### src/rtl/chg_pkg.sv
package chg_pkg;

    typedef enum logic [2:0] {
        ST_IDLE,
        ST_PRE,
        ST_FAST,
        ST_DONE,
        ST_FAULT
    } chg_state_e;

    localparam logic [1:0] PH_OFF  = 2'b00;
    localparam logic [1:0] PH_PRE  = 2'b01;
    localparam logic [1:0] PH_FAST = 2'b10;
    localparam logic [1:0] PH_DONE = 2'b11;

    // bit positions of the synchronised input vector
    localparam int unsigned IX_CONV    = 0;
    localparam int unsigned IX_BATLOW  = 1;
    localparam int unsigned IX_ILOW    = 2;
    localparam int unsigned IX_VABOVE  = 3;
    localparam int unsigned IX_INLIM   = 4;
    localparam int unsigned IX_THREG   = 5;
    localparam int unsigned IX_TSFLT   = 6;
    localparam int unsigned IX_ADP     = 7;
    localparam int unsigned IX_CFGEN   = 8;
    localparam int unsigned IX_PINN    = 9;
    localparam int unsigned IX_ICHGNZ  = 10;
    localparam int unsigned IX_TSIGN   = 11;
    localparam int unsigned IX_BSWOFF  = 12;
    localparam int unsigned SYN_W      = 13;

endpackage

### src/rtl/chg_sync.sv
module chg_sync #(
    parameter int unsigned W = 1
) (
    input  logic         clk,
    input  logic         rst_n,
    input  logic [W-1:0] d_i,
    output logic [W-1:0] q_o
);

    logic [W-1:0] meta_q;
    logic [W-1:0] sync_q;

    always_ff @(posedge clk or negedge rst_n) begin
        if (!rst_n) begin
            meta_q <= '0;
            sync_q <= '0;
        end else begin
            meta_q <= d_i;
            sync_q <= meta_q;
        end
    end

    assign q_o = sync_q;

endmodule

### src/rtl/chg_timebase.sv
module chg_timebase #(
    parameter int unsigned PRESCALE    = 1000000,
    parameter int unsigned BLINK_TICKS = 500
) (
    input  logic clk,
    input  logic rst_n,
    output logic tick_o,
    output logic blink_o
);

    localparam int unsigned PW = (PRESCALE > 1) ? $clog2(PRESCALE) : 1;
    localparam int unsigned BW = (BLINK_TICKS > 1) ? $clog2(BLINK_TICKS) : 1;
    localparam logic [PW-1:0] PRE_LAST = PW'(PRESCALE - 1);
    localparam logic [BW-1:0] BLK_LAST = BW'(BLINK_TICKS - 1);

    logic [PW-1:0] pre_q;
    logic [BW-1:0] blk_q;
    logic          blink_q;

    assign tick_o  = (pre_q == PRE_LAST);
    assign blink_o = blink_q;

    always_ff @(posedge clk or negedge rst_n) begin
        if (!rst_n) begin
            pre_q <= '0;
        end else if (tick_o) begin
            pre_q <= '0;
        end else begin
            pre_q <= pre_q + 1'b1;
        end
    end

    always_ff @(posedge clk or negedge rst_n) begin
        if (!rst_n) begin
            blk_q   <= '0;
            blink_q <= 1'b1;
        end else if (tick_o) begin
            if (blk_q == BLK_LAST) begin
                blk_q   <= '0;
                blink_q <= ~blink_q;
            end else begin
                blk_q <= blk_q + 1'b1;
            end
        end
    end

    // the blink level only moves on a prescaler tick
    p_blink_on_tick_r7: assert property (@(posedge clk) disable iff (!rst_n)
        (blink_q != $past(blink_q)) |-> $past(tick_o));

endmodule

### src/rtl/chg_safety_timer.sv
module chg_safety_timer #(
    parameter int unsigned TIMER_TICKS = 36000000
) (
    input  logic clk,
    input  logic rst_n,
    input  logic tick_i,
    input  logic run_i,
    input  logic clr_i,
    output logic expired_o
);

    localparam int unsigned TW = $clog2(TIMER_TICKS + 1);
    localparam logic [TW-1:0] T_LIMIT = TW'(TIMER_TICKS);

    logic [TW-1:0] cnt_q;

    assign expired_o = (cnt_q == T_LIMIT);

    always_ff @(posedge clk or negedge rst_n) begin
        if (!rst_n) begin
            cnt_q <= '0;
        end else if (clr_i) begin
            cnt_q <= '0;
        end else if (run_i && tick_i && !expired_o) begin
            cnt_q <= cnt_q + 1'b1;
        end
    end

    // the count never passes the limit
    p_timer_bounded_r9: assert property (@(posedge clk) disable iff (!rst_n)
        cnt_q <= T_LIMIT);

    // an expiry stays until a clear
    p_expiry_sticky_r10: assert property (@(posedge clk) disable iff (!rst_n)
        (expired_o && !clr_i) |=> expired_o);

endmodule

### src/rtl/chg_cycle_ctrl.sv
module chg_cycle_ctrl
    import chg_pkg::*;
#(
    parameter int unsigned PRESCALE    = 1000000,
    parameter int unsigned TIMER_TICKS = 36000000,
    parameter int unsigned BLINK_TICKS = 500,
    parameter int unsigned IRQ_LEN     = 16
) (
    input  logic       clk,
    input  logic       rst_n,
    input  logic       conv_on_i,
    input  logic       bat_below_pre_i,
    input  logic       ichg_below_term_i,
    input  logic       vbat_above_rchg_i,
    input  logic       in_lim_reg_i,
    input  logic       therm_reg_i,
    input  logic       tsense_fault_i,
    input  logic       adapter_i,
    input  logic       cfg_chg_en_i,
    input  logic       chg_en_pin_n_i,
    input  logic       cfg_ichg_nz_i,
    input  logic       cfg_tsense_ign_i,
    input  logic       cfg_bsw_off_i,
    output logic [1:0] phase_o,
    output logic       stat_pin_o,
    output logic       irq_o,
    output logic       chg_cmd_o
);

    localparam int unsigned IW = $clog2(IRQ_LEN + 1);
    localparam logic [IW-1:0] IRQ_LOAD = IW'(IRQ_LEN);

    logic [SYN_W-1:0] raw_in;
    logic [SYN_W-1:0] syn;

    assign raw_in[IX_CONV]   = conv_on_i;
    assign raw_in[IX_BATLOW] = bat_below_pre_i;
    assign raw_in[IX_ILOW]   = ichg_below_term_i;
    assign raw_in[IX_VABOVE] = vbat_above_rchg_i;
    assign raw_in[IX_INLIM]  = in_lim_reg_i;
    assign raw_in[IX_THREG]  = therm_reg_i;
    assign raw_in[IX_TSFLT]  = tsense_fault_i;
    assign raw_in[IX_ADP]    = adapter_i;
    assign raw_in[IX_CFGEN]  = cfg_chg_en_i;
    assign raw_in[IX_PINN]   = chg_en_pin_n_i;
    assign raw_in[IX_ICHGNZ] = cfg_ichg_nz_i;
    assign raw_in[IX_TSIGN]  = cfg_tsense_ign_i;
    assign raw_in[IX_BSWOFF] = cfg_bsw_off_i;

    chg_sync #(.W(SYN_W)) u_sync (
        .clk   (clk),
        .rst_n (rst_n),
        .d_i   (raw_in),
        .q_o   (syn)
    );

    logic tick;
    logic blink;

    chg_timebase #(
        .PRESCALE    (PRESCALE),
        .BLINK_TICKS (BLINK_TICKS)
    ) u_timebase (
        .clk     (clk),
        .rst_n   (rst_n),
        .tick_o  (tick),
        .blink_o (blink)
    );

    chg_state_e state_q, state_d;
    logic       charging_q, charging_d;
    logic       tmr_clr, tmr_exp;

    assign charging_q = (state_q == ST_PRE) || (state_q == ST_FAST);
    assign charging_d = (state_d == ST_PRE) || (state_d == ST_FAST);
    assign tmr_clr    = charging_d && !charging_q;

    chg_safety_timer #(.TIMER_TICKS(TIMER_TICKS)) u_timer (
        .clk       (clk),
        .rst_n     (rst_n),
        .tick_i    (tick),
        .run_i     (charging_q),
        .clr_i     (tmr_clr),
        .expired_o (tmr_exp)
    );

    // qualified conditions
    logic ts_bad, en_now, start_ok, term_ok;
    logic en_q, adp_q, en_rise, adp_rise;

    assign ts_bad   = syn[IX_TSFLT] && !syn[IX_TSIGN];
    assign en_now   = syn[IX_CFGEN] && !syn[IX_PINN];
    assign start_ok = syn[IX_CONV] && en_now && syn[IX_ICHGNZ]
                   && !ts_bad && !syn[IX_BSWOFF];
    assign term_ok  = syn[IX_ILOW] && syn[IX_VABOVE]
                   && !syn[IX_INLIM] && !syn[IX_THREG];
    assign en_rise  = en_now && !en_q;
    assign adp_rise = syn[IX_ADP] && !adp_q;

    always_ff @(posedge clk or negedge rst_n) begin
        if (!rst_n) begin
            en_q  <= 1'b0;
            adp_q <= 1'b0;
        end else begin
            en_q  <= en_now;
            adp_q <= syn[IX_ADP];
        end
    end

    // next-state logic
    always_comb begin
        state_d = state_q;
        unique case (state_q)
            ST_IDLE: begin
                if (start_ok) state_d = syn[IX_BATLOW] ? ST_PRE : ST_FAST;
            end
            ST_PRE: begin
                if (!start_ok)          state_d = ST_IDLE;
                else if (tmr_exp)       state_d = ST_FAULT;
                else if (!syn[IX_BATLOW]) state_d = ST_FAST;
            end
            ST_FAST: begin
                if (!start_ok)    state_d = ST_IDLE;
                else if (tmr_exp) state_d = ST_FAULT;
                else if (term_ok) state_d = ST_DONE;
            end
            ST_DONE: begin
                if (!start_ok) state_d = ST_IDLE;
                else if (!syn[IX_VABOVE] || adp_rise)
                    state_d = syn[IX_BATLOW] ? ST_PRE : ST_FAST;
            end
            ST_FAULT: begin
                if (en_rise || adp_rise) state_d = ST_IDLE;
            end
            default: state_d = ST_IDLE;
        endcase
    end

    // state register
    always_ff @(posedge clk or negedge rst_n) begin
        if (!rst_n) state_q <= ST_IDLE;
        else        state_q <= state_d;
    end

    // interrupt pulse stretcher
    logic [IW-1:0] irq_cnt_q;

    always_ff @(posedge clk or negedge rst_n) begin
        if (!rst_n) begin
            irq_cnt_q <= '0;
        end else if (state_q == ST_FAST && state_d == ST_DONE) begin
            irq_cnt_q <= IRQ_LOAD;
        end else if (irq_cnt_q != '0) begin
            irq_cnt_q <= irq_cnt_q - 1'b1;
        end
    end

    assign irq_o = (irq_cnt_q != '0);

    // outputs from state
    always_comb begin
        phase_o   = PH_OFF;
        chg_cmd_o = 1'b0;
        unique case (state_q)
            ST_IDLE:  phase_o = PH_OFF;
            ST_PRE:   begin phase_o = PH_PRE;  chg_cmd_o = 1'b1; end
            ST_FAST:  begin phase_o = PH_FAST; chg_cmd_o = 1'b1; end
            ST_DONE:  phase_o = PH_DONE;
            ST_FAULT: phase_o = PH_OFF;
            default:  phase_o = PH_OFF;
        endcase
        if ((state_q == ST_FAULT) || ts_bad) stat_pin_o = blink;
        else                                 stat_pin_o = !chg_cmd_o;
    end

    // charging is only ever held with all start conditions met
    p_cmd_needs_ok_r1: assert property (@(posedge clk) disable iff (!rst_n)
        chg_cmd_o |-> $past(start_ok));

    // done is entered only from fast charge
    p_done_from_fast_r3: assert property (@(posedge clk) disable iff (!rst_n)
        (phase_o == PH_DONE && $past(phase_o) != PH_DONE) |-> $past(phase_o) == PH_FAST);

    // no termination under regulation
    p_term_unregulated_r3: assert property (@(posedge clk) disable iff (!rst_n)
        (phase_o == PH_DONE && $past(phase_o) == PH_FAST)
            |-> ($past(!syn[IX_INLIM]) && $past(!syn[IX_THREG])));

    // the interrupt starts together with done
    p_irq_with_done_r8: assert property (@(posedge clk) disable iff (!rst_n)
        $rose(irq_o) |-> phase_o == PH_DONE);

    // the fault state can only be left for disabled
    p_fault_exit_r9: assert property (@(posedge clk) disable iff (!rst_n)
        (state_q == ST_FAULT) |=> (state_q == ST_FAULT || state_q == ST_IDLE));

endmodule

### config.mk
export PLATFORM = sky130hd
export DESIGN_NAME = chg_cycle_ctrl
export DESIGN_NICKNAME = d
export VERILOG_FILES = /design/src/rtl/chg_pkg.sv /design/src/rtl/chg_sync.sv /design/src/rtl/chg_timebase.sv /design/src/rtl/chg_safety_timer.sv /design/src/rtl/chg_cycle_ctrl.sv
export SDC_FILE = /design/constraint.sdc
export NUM_CORES = 1
export LEC_CHECK = 0
export BUFFER_PORTS_ARGS = -buffer_cell sky130_fd_sc_hd__buf_2
export CORE_ASPECT_RATIO = 0.9
export CORE_MARGIN = 1
export CORE_UTILIZATION = 36
export DETAILED_ROUTE_END_ITERATION = 10
export HOLD_SLACK_MARGIN = 0.03
export SLEW_MARGIN = 20
export SYNTH_ARGS = -nofsm -noshare
export SYNTH_HDL_FRONTEND = slang
export SYNTH_SLANG_ARGS = --single-unit
### constraint.sdc
create_clock -name clk -period 2.5 [get_ports clk]
set_clock_uncertainty 0.05 [all_clocks]
set_input_delay 0.5 -clock clk [delete_from_list [all_inputs] [get_ports clk]]
set_output_delay 0.5 -clock clk [all_outputs]
set_load 0.02 [all_outputs]
==> out/results.ini, run 1 <==
[floorplan]
core_um2 = 11400
dieWidth_um = 116
rows = 37
io_pins = 20
dieArea_um2 = 12200
initial_core_util_pct = 37.0
fp.dieH_um = 105

[clocking]
postCtsSetupRepairBufs = 0
cts_resized = 0
htree_levels = 3
clock_path_buffers = 2
clk_latency_ns = 0.35
clock_sinks = 92
cts-root-buf = clkbuf_16
clkTransAtPathRegs_ns = 0.07
cts_inserted_buffers = 9
postCtsHoldBufs = 0
cts_tree = built

[setup_path]
reg2reg_slack_ns = 0.08
crit_buf_inv = 1
crit_type = register to register
cp_slowest_cell = or4b_4
reg2reg_to = u_timer.cnt_q[20]
start_kind = register
required_ns = 2.72
crit_path_max_incr_delay_ns = 0.56
critPathTopFamily = simple AND/OR/NAND/NOR gates
end_kind = register
worst-path-max-fanout = 16
path_cells = or4b_4 -> nor4_4 -> nand3_1 -> buf_6 -> or4_1 -> a21oi_1
rr_startpoint = u_timebase.pre_q[7]
worst-endpoint-arrival_ns = 2.63
reg2regPathDepth = 6

[synthesis]
synth-adder-area-share_pct = 1.78
syn-instance-count = 407
synth.distinct_cells = 50
synth-seq-area-share_pct = 54.5
yosysTopAreaCellShare_pct = 53.8
synth_area_leaders = dfrtp_1 54%, nand2_1 3.1%, nand4_1 3.1%
synth_top_family_by_area = simple AND/OR/NAND/NOR gates
syn_area_um2 = 4230
synth_mux_area_share_pct = 0.710
synth_compound_area_share_pct = 10.7
synth_edf_count = 0
synth_nets = 428
synth_common_cells = 91 x dfrtp_1, 35 x nand2_1, 35 x nor2_1, 23 x a21oi_1
yosys.area_share.simple_pct = 24.2
synth_largest_area_cell = dfrtp_1
yosysWarnings = 0
yosysMostFrequentCell = dfrtp_1
syn_area_per_cell_um2 = 10.4
yosys.area_share.xor_xnor_pct = 5.18
synthArstFlopShare_pct = 100
ys.flop_type = dfrtp_1
synth_seq_cells = 92

[grt]
gr-usage-met2_pct = 20.8
grt_use_met1_pct = 20.1
grt.total_usage_pct = 14.3
busiest_layer = met2
grt_pass1_vias = 2876
grt_pass1_wl_um = 13600
grt_overflow = 0
use_met3_pct = 3.54
grt_antenna_before_repair = 0
grt_start_max_net_pins = 48

[placement]
dpl.hpwl_um = 5520
numPortBuffers = 19
gp_congestion = 0.771
dp_cells = 582
placed_area_um2 = 4580

[drt]
drtPass1Iterations = 4
drt-initial-drc-count = 173
drt-total-wl_um = 7970
ant_nets = 0
vias_per_cell = 5.13
vias = 3070
remaining_drc_errors = 0
routedWlPerCell_um = 13.3

[sta]
setup_viol = 0
tightestPinTransition_ns = 0.588
setup_tns_ns = 0
fin_crit_sh_pct = 96.6
period_minus_slack_ns = 2.42
worst_hold_slack_ns = 0.101
rsz0062_at_grt = false
fmax_mhz = 414
slew_headroom_pct = 60.8
hold_viol = 0
slew_viol_final = 0

[finish]
syn2layout_area_growth_pct = 15.4
finish.utilization_pct = 42.7
multi_input_area_um2 = 1810
fill_cells = 1096
drive_gt1_share_pct = 12.7
stdcell_count = 598
ff_latch_area_um2 = 2300
fin_area_um2 = 4880
fin_nets = 458
antenna_cells_inserted = 0

[power_and_ir_drop]
p_leak_uw = 0.00208
irDropWorstVdd_uv = 373
power_density_nw_per_um2 = 647

[job]
cap_violations = 0

[run_status]
status = completed

[hold_path]
hp-class = primary input to asynchronous set/reset pin

## metal layers
layer | wire length [um] | vias up
met5 | 0 | -
met4 | 122 | 0
met3 | 309 | 11
met2 | 3650 | 51
met1 | 3890 | 1476
li1 | - | 1532
## area by class of cell
type | instances | share of cell area [%]
Clock buffer | 9 | 4.61
Clock inverter | 7 | 1.56
Inverter | 13 | 1.00
Multi-Input combinational cell | 287 | 37.0
Sequential cell | 92 | 47.2
Tap cell | 156 | 4.00
Timing Repair Buffer | 34 | 4.64
## flip-flops by register name, summed over array words and instances (netlist names)
name and count:
u_timer.cnt_q 26, u_timebase.pre_q 20, u_sync.meta_q 13, u_sync.q_o 13, u_timebase.blk_q 9, irq_cnt_q 5, state_q 3, adp_q 1
en_q 1, u_timebase.blink_o 1
## layout by cell type, fill, tap and decap left out, types with 2 or more instances in the layout
cell / n
dfrtp_1: 91
nor2_1: 35
nand2_1: 35
nor3_1: 7
a211oi_1: 2
clkbuf_16: 9
and4_1: 4
o41ai_1: 2
a21oi_1: 23
o211ai_1: 2
buf_2: 18
nor4b_1: 7
xor2_1: 15
xnor2_1: 10
mux2i_1: 3
inv_8: 3
nand4_1: 21
ha_1: 6
o31ai_1: 15
inv_1: 13
and2_1: 5
nand2b_1: 6
nand4b_1: 3
o21ai_0: 16
a31oi_1: 2
and3_1: 6
clkinv_4: 2
or4_1: 9
or3_1: 9
buf_4: 14
a21o_1: 2
nor2b_1: 4
nand3_1: 21
## metrics by stage
step	worst slack (ns)	total power [uW]
after global placement	0.126	1840
after global routing	0.00442	3300
after CTS	0.0625	3200
final	0.0846	3160
after detailed placement	0.0839	1840
after floorplan	0.267	1760
## power by group
group	internal [uW]	total [uW]	switching, uW
clock network	710	1340	633
logic	93.4	221	127
registers	1550	1590	39.9
## worst max-delay path by stage
stage / slack (ns) / start / depth (start not counted) / to
floorplan: 0.27 / u_timebase.pre_q[7] / 7 / u_timer.cnt_q[11]
detailed placement: 0.08 / u_timebase.pre_q[7] / 6 / u_timer.cnt_q[21]
finish: 0.08 / u_timebase.pre_q[7] / 6 / u_timer.cnt_q[20]
global placement: 0.13 / u_timebase.pre_q[7] / 6 / u_timer.cnt_q[21]
global route: 0.004 / u_timebase.pre_q[7] / 6 / u_timer.cnt_q[18]
CTS: 0.06 / u_timebase.pre_q[7] / 6 / u_timer.cnt_q[21]
## logic make-up (layout without fill, tap and decap cells)
logic type      count (synthesis)  in the layout
compound gates                 72             72
xor+xnor                       25             25
fa+ha+maj                       6              6
buf+inv                        28             63
flops                          92             92
mux                             3              3
simple gates                  181            181
(Power assumes the default switching activity.)
==> run 2, diff against run 1 <==
Settings changed: ABC_AREA from default to 1, CTS_BUF_LIST from default to sky130_fd_sc_hd__clkbuf_4.
==> out/results.ini, run 2 <==
[run_status]
status = completed

[finish]
final_common_cell = nand2_1
top_register = u_timer.cnt_q
fin_nets = 664  ; +45%
largest_register_ffs = 26  ; unchanged
ff_latch_area_um2 = 2300  ; unchanged
reg_top3 = u_timer.cnt_q: 26 flops, u_timebase.pre_q: 20 flops
fill_cells = 1363  ; +24%
drive_gt1_share_pct = 13.7  ; +1.1 points
syn2layout_area_growth_pct = 9.88
mostFrequentLayoutCells = 121 x nand2_1, 109 x inv_1, 91 x dfrtp_1
multi_input_area_um2 = 2150  ; +19%
finish.utilization_pct = 40.6  ; -2.1 points

[floorplan]
rows = 40  ; +8.1%
fp.dieH_um = 113  ; +7.6%
core_um2 = 13300  ; +16%
dieArea_um2 = 14100  ; +16%
initial_core_util_pct = 36.9  ; -0.076 points
dieWidth_um = 125  ; +7.7%
io_pins = 20  ; unchanged

[sta]
setup_tns_ns = 0  ; unchanged
fin_crit_sh_pct = 92.8  ; -3.8 points
tightestPinTransition_ns = 0.557  ; -0.0311 ns
rsz0062_at_grt = false
period_minus_slack_ns = 2.32  ; -0.0949 ns
fmax_mhz = 431  ; +4.1%
slew_viol_final = 0  ; unchanged
setup_viol = 0  ; unchanged
hold_viol = 0  ; unchanged
slew_headroom_pct = 62.4  ; +1.6 points

[synthesis]
synth_area_leaders = dfrtp_1 46%, nand2_1 9.2%, inv_1 8.3%
yosys.area_share.simple_pct = 33.1  ; +9.0 points
synth_top_family_by_area = simple AND/OR/NAND/NOR gates
yosysWarnings = 0  ; unchanged
synth_nets = 633  ; +48%
syn_area_um2 = 4910  ; +16%
synth-adder-area-share_pct = 1.53  ; -0.25 points
synth_seq_cells = 92  ; unchanged
synth_largest_area_cell = dfrtp_1
synth-seq-area-share_pct = 46.9  ; -7.6 points
yosysMostFrequentCell = nand2_1
synth_edf_count = 0  ; unchanged
synth_compound_area_share_pct = 5.63  ; -5.1 points
yosysTopAreaCellShare_pct = 46.3  ; -7.5 points
syn_area_per_cell_um2 = 8.03  ; -23%
synthArstFlopShare_pct = 100  ; unchanged
synth_mux_area_share_pct = 0  ; -0.71 points
yosys.area_share.xor_xnor_pct = 3.39  ; -1.8 points
ys.flop_type = dfrtp_1
synth_common_cells = 121 x nand2_1, 109 x inv_1, 91 x dfrtp_1, 69 x nor2_1, 47 x nand3_1
synth.distinct_cells = 44  ; -12%
syn-instance-count = 612  ; +50%

[setup_path]
worst-endpoint-arrival_ns = 1.77  ; -0.86 ns
critPathTopFamily = flip-flops
rr_startpoint = u_timer.cnt_q[1]
path_cells = inv_1 -> nor2_2 -> nand2_1 -> nand2_4 -> o21ai_0 -> buf_2
start_kind = register
required_ns = 1.95  ; -0.77 ns
crit_type = register to primary output
worst-path-max-fanout = 5  ; -11
crit_start = state_q[1]
end_kind = primary output
crit_buf_inv = 2  ; +1
cp_slowest_cell = dfrtp_1
crit_path_max_incr_delay_ns = 0.43  ; -0.13 ns

[drt]
routedWlPerCell_um = 12.7  ; -4.8%
drt-total-wl_um = 10400  ; +30%
vias_per_cell = 4.89  ; -4.8%
remaining_drc_errors = 0  ; unchanged
drtPass1Iterations = 5  ; +1
drt-initial-drc-count = 257  ; +49%
vias = 3994  ; +30%
ant_nets = 0  ; unchanged

[clocking]
cts_inserted_buffers = 9  ; unchanged
htree_levels = 3  ; unchanged
cts_resized = 0  ; unchanged
cts-root-buf = clkbuf_4
clock_path_buffers = 2  ; unchanged
cts_tree = built
clock_sinks = 92  ; unchanged
clkTransAtPathRegs_ns = 0.15  ; +0.08 ns
clk_latency_ns = 0.45  ; +0.10 ns

[grt]
grt_pass1_vias = 3899  ; +36%
grt_antenna_before_repair = 0  ; unchanged
grt.total_usage_pct = 15.7  ; +1.5 points
grt_pass1_wl_um = 17700  ; +30%
grt_overflow = 0  ; unchanged
grt_start_max_net_pins = 36  ; -25%

[power_and_ir_drop]
irDropWorstVdd_uv = 325  ; -13%
power_density_nw_per_um2 = 513  ; -21%
p_leak_uw = 0.00277  ; +33%

[job]
cap_violations = 0  ; unchanged

[hold_path]
worstHoldStart = cfg_bsw_off_i
hp-class = primary input to register

[placement]
gp_congestion = 0.888  ; +15%
dpl.hpwl_um = 7900  ; +43%
numPortBuffers = 19  ; unchanged

-- run 2: cell count changes after synthesis, moves of 9 or more --
cell      previous run  this run
clkbuf_1            10         1
inv_1               13       109
nand2_1             35       121
nand3_1             21        47
nor2_1              35        69
nor2_2               0        15
nor3_1               7        17
o31ai_1             15         1
or4_1                9         0
xnor2_1             10         0
-- run 2: metrics by stage --
step	total power, uW	hold WS (ns)	setup slack (ns)	instances	area (um2)
floorplan	1770	0.154	0.631	612	4910
global placement	1850	0.281	0.396	799	5220
detailed placement	1850	0.286	0.328	799	5220
CTS	2810	0.0629	0.121	816	5400
global route	2920	0.0515	0.0152	816	5400
finish	2770	0.0924	0.180	817	5400
-- run 2: logic make-up after synthesis --
family                   count (synthesis)
AND/OR/NAND/NOR                        327
buffers and inverters                  119
flip-flops                              92
AO/OA/AOI/OAI                           49
XOR/XNOR                                19
adder cells (fa/ha/maj)                  6
-- run 2: path summary, 6_finish.rpt --
path                                     end  slack [ns]  cells past startpoint
max in group asynchronous  u_timer.cnt_q[17]        1.19                      3
min reg2reg                    u_sync.q_o[3]        0.31                      0
min in group asynchronous  u_timer.cnt_q[11]        0.49                      2
max                               stat_pin_o        0.18                      6
max reg2reg                 u_timer.cnt_q[9]        0.32                     13
min                        u_sync.meta_q[12]        0.09                      1
-- run 2: repair_timing --
action	4_1_cts	5_1_grt
hold endpoints to repair	31	0
setup buffers	0	0
hold buffers	1	0
-- run 2: cell type report --
cell class	instances	share of cell area, %
tap	168	3.89
timing repair buffer	23	2.41
sequential	92	42.7
clock inverter	7	1.81
clock buffer	9	1.25
inverter	116	8.18
antenna	1	0.0463
multi-input combinational	401	39.7
-- run 2: worst register-to-register path: stages, from the launching register on --
cell     delay (ns)
dfrtp_1        0.42
inv_1          0.11
ha_1           0.20
nand2_1        0.06
nor2_1         0.11
nand2_1        0.06
nor2_1         0.08
nand2_1        0.12
nand2_1        0.10
nand2_2        0.06
nand3_1        0.12
nand3_4        0.22
inv_2          0.29
nor2_1         0.08
-- run 2: report_power, final --
part	internal, uW	total (uW)	switching (uW)
sequential	1550	1590	37.0
combinational	88.9	232	143
clock	415	945	530
-- run 2: metal layers --
layer	vias up	part of all wire, %	GRT usage [%]
met1	1876	47	20.6
met2	113	46	26.1
li1	1990	-	-
met4	0	1.8	6.50
met3	15	4.7	2.46
met5	-	0	0
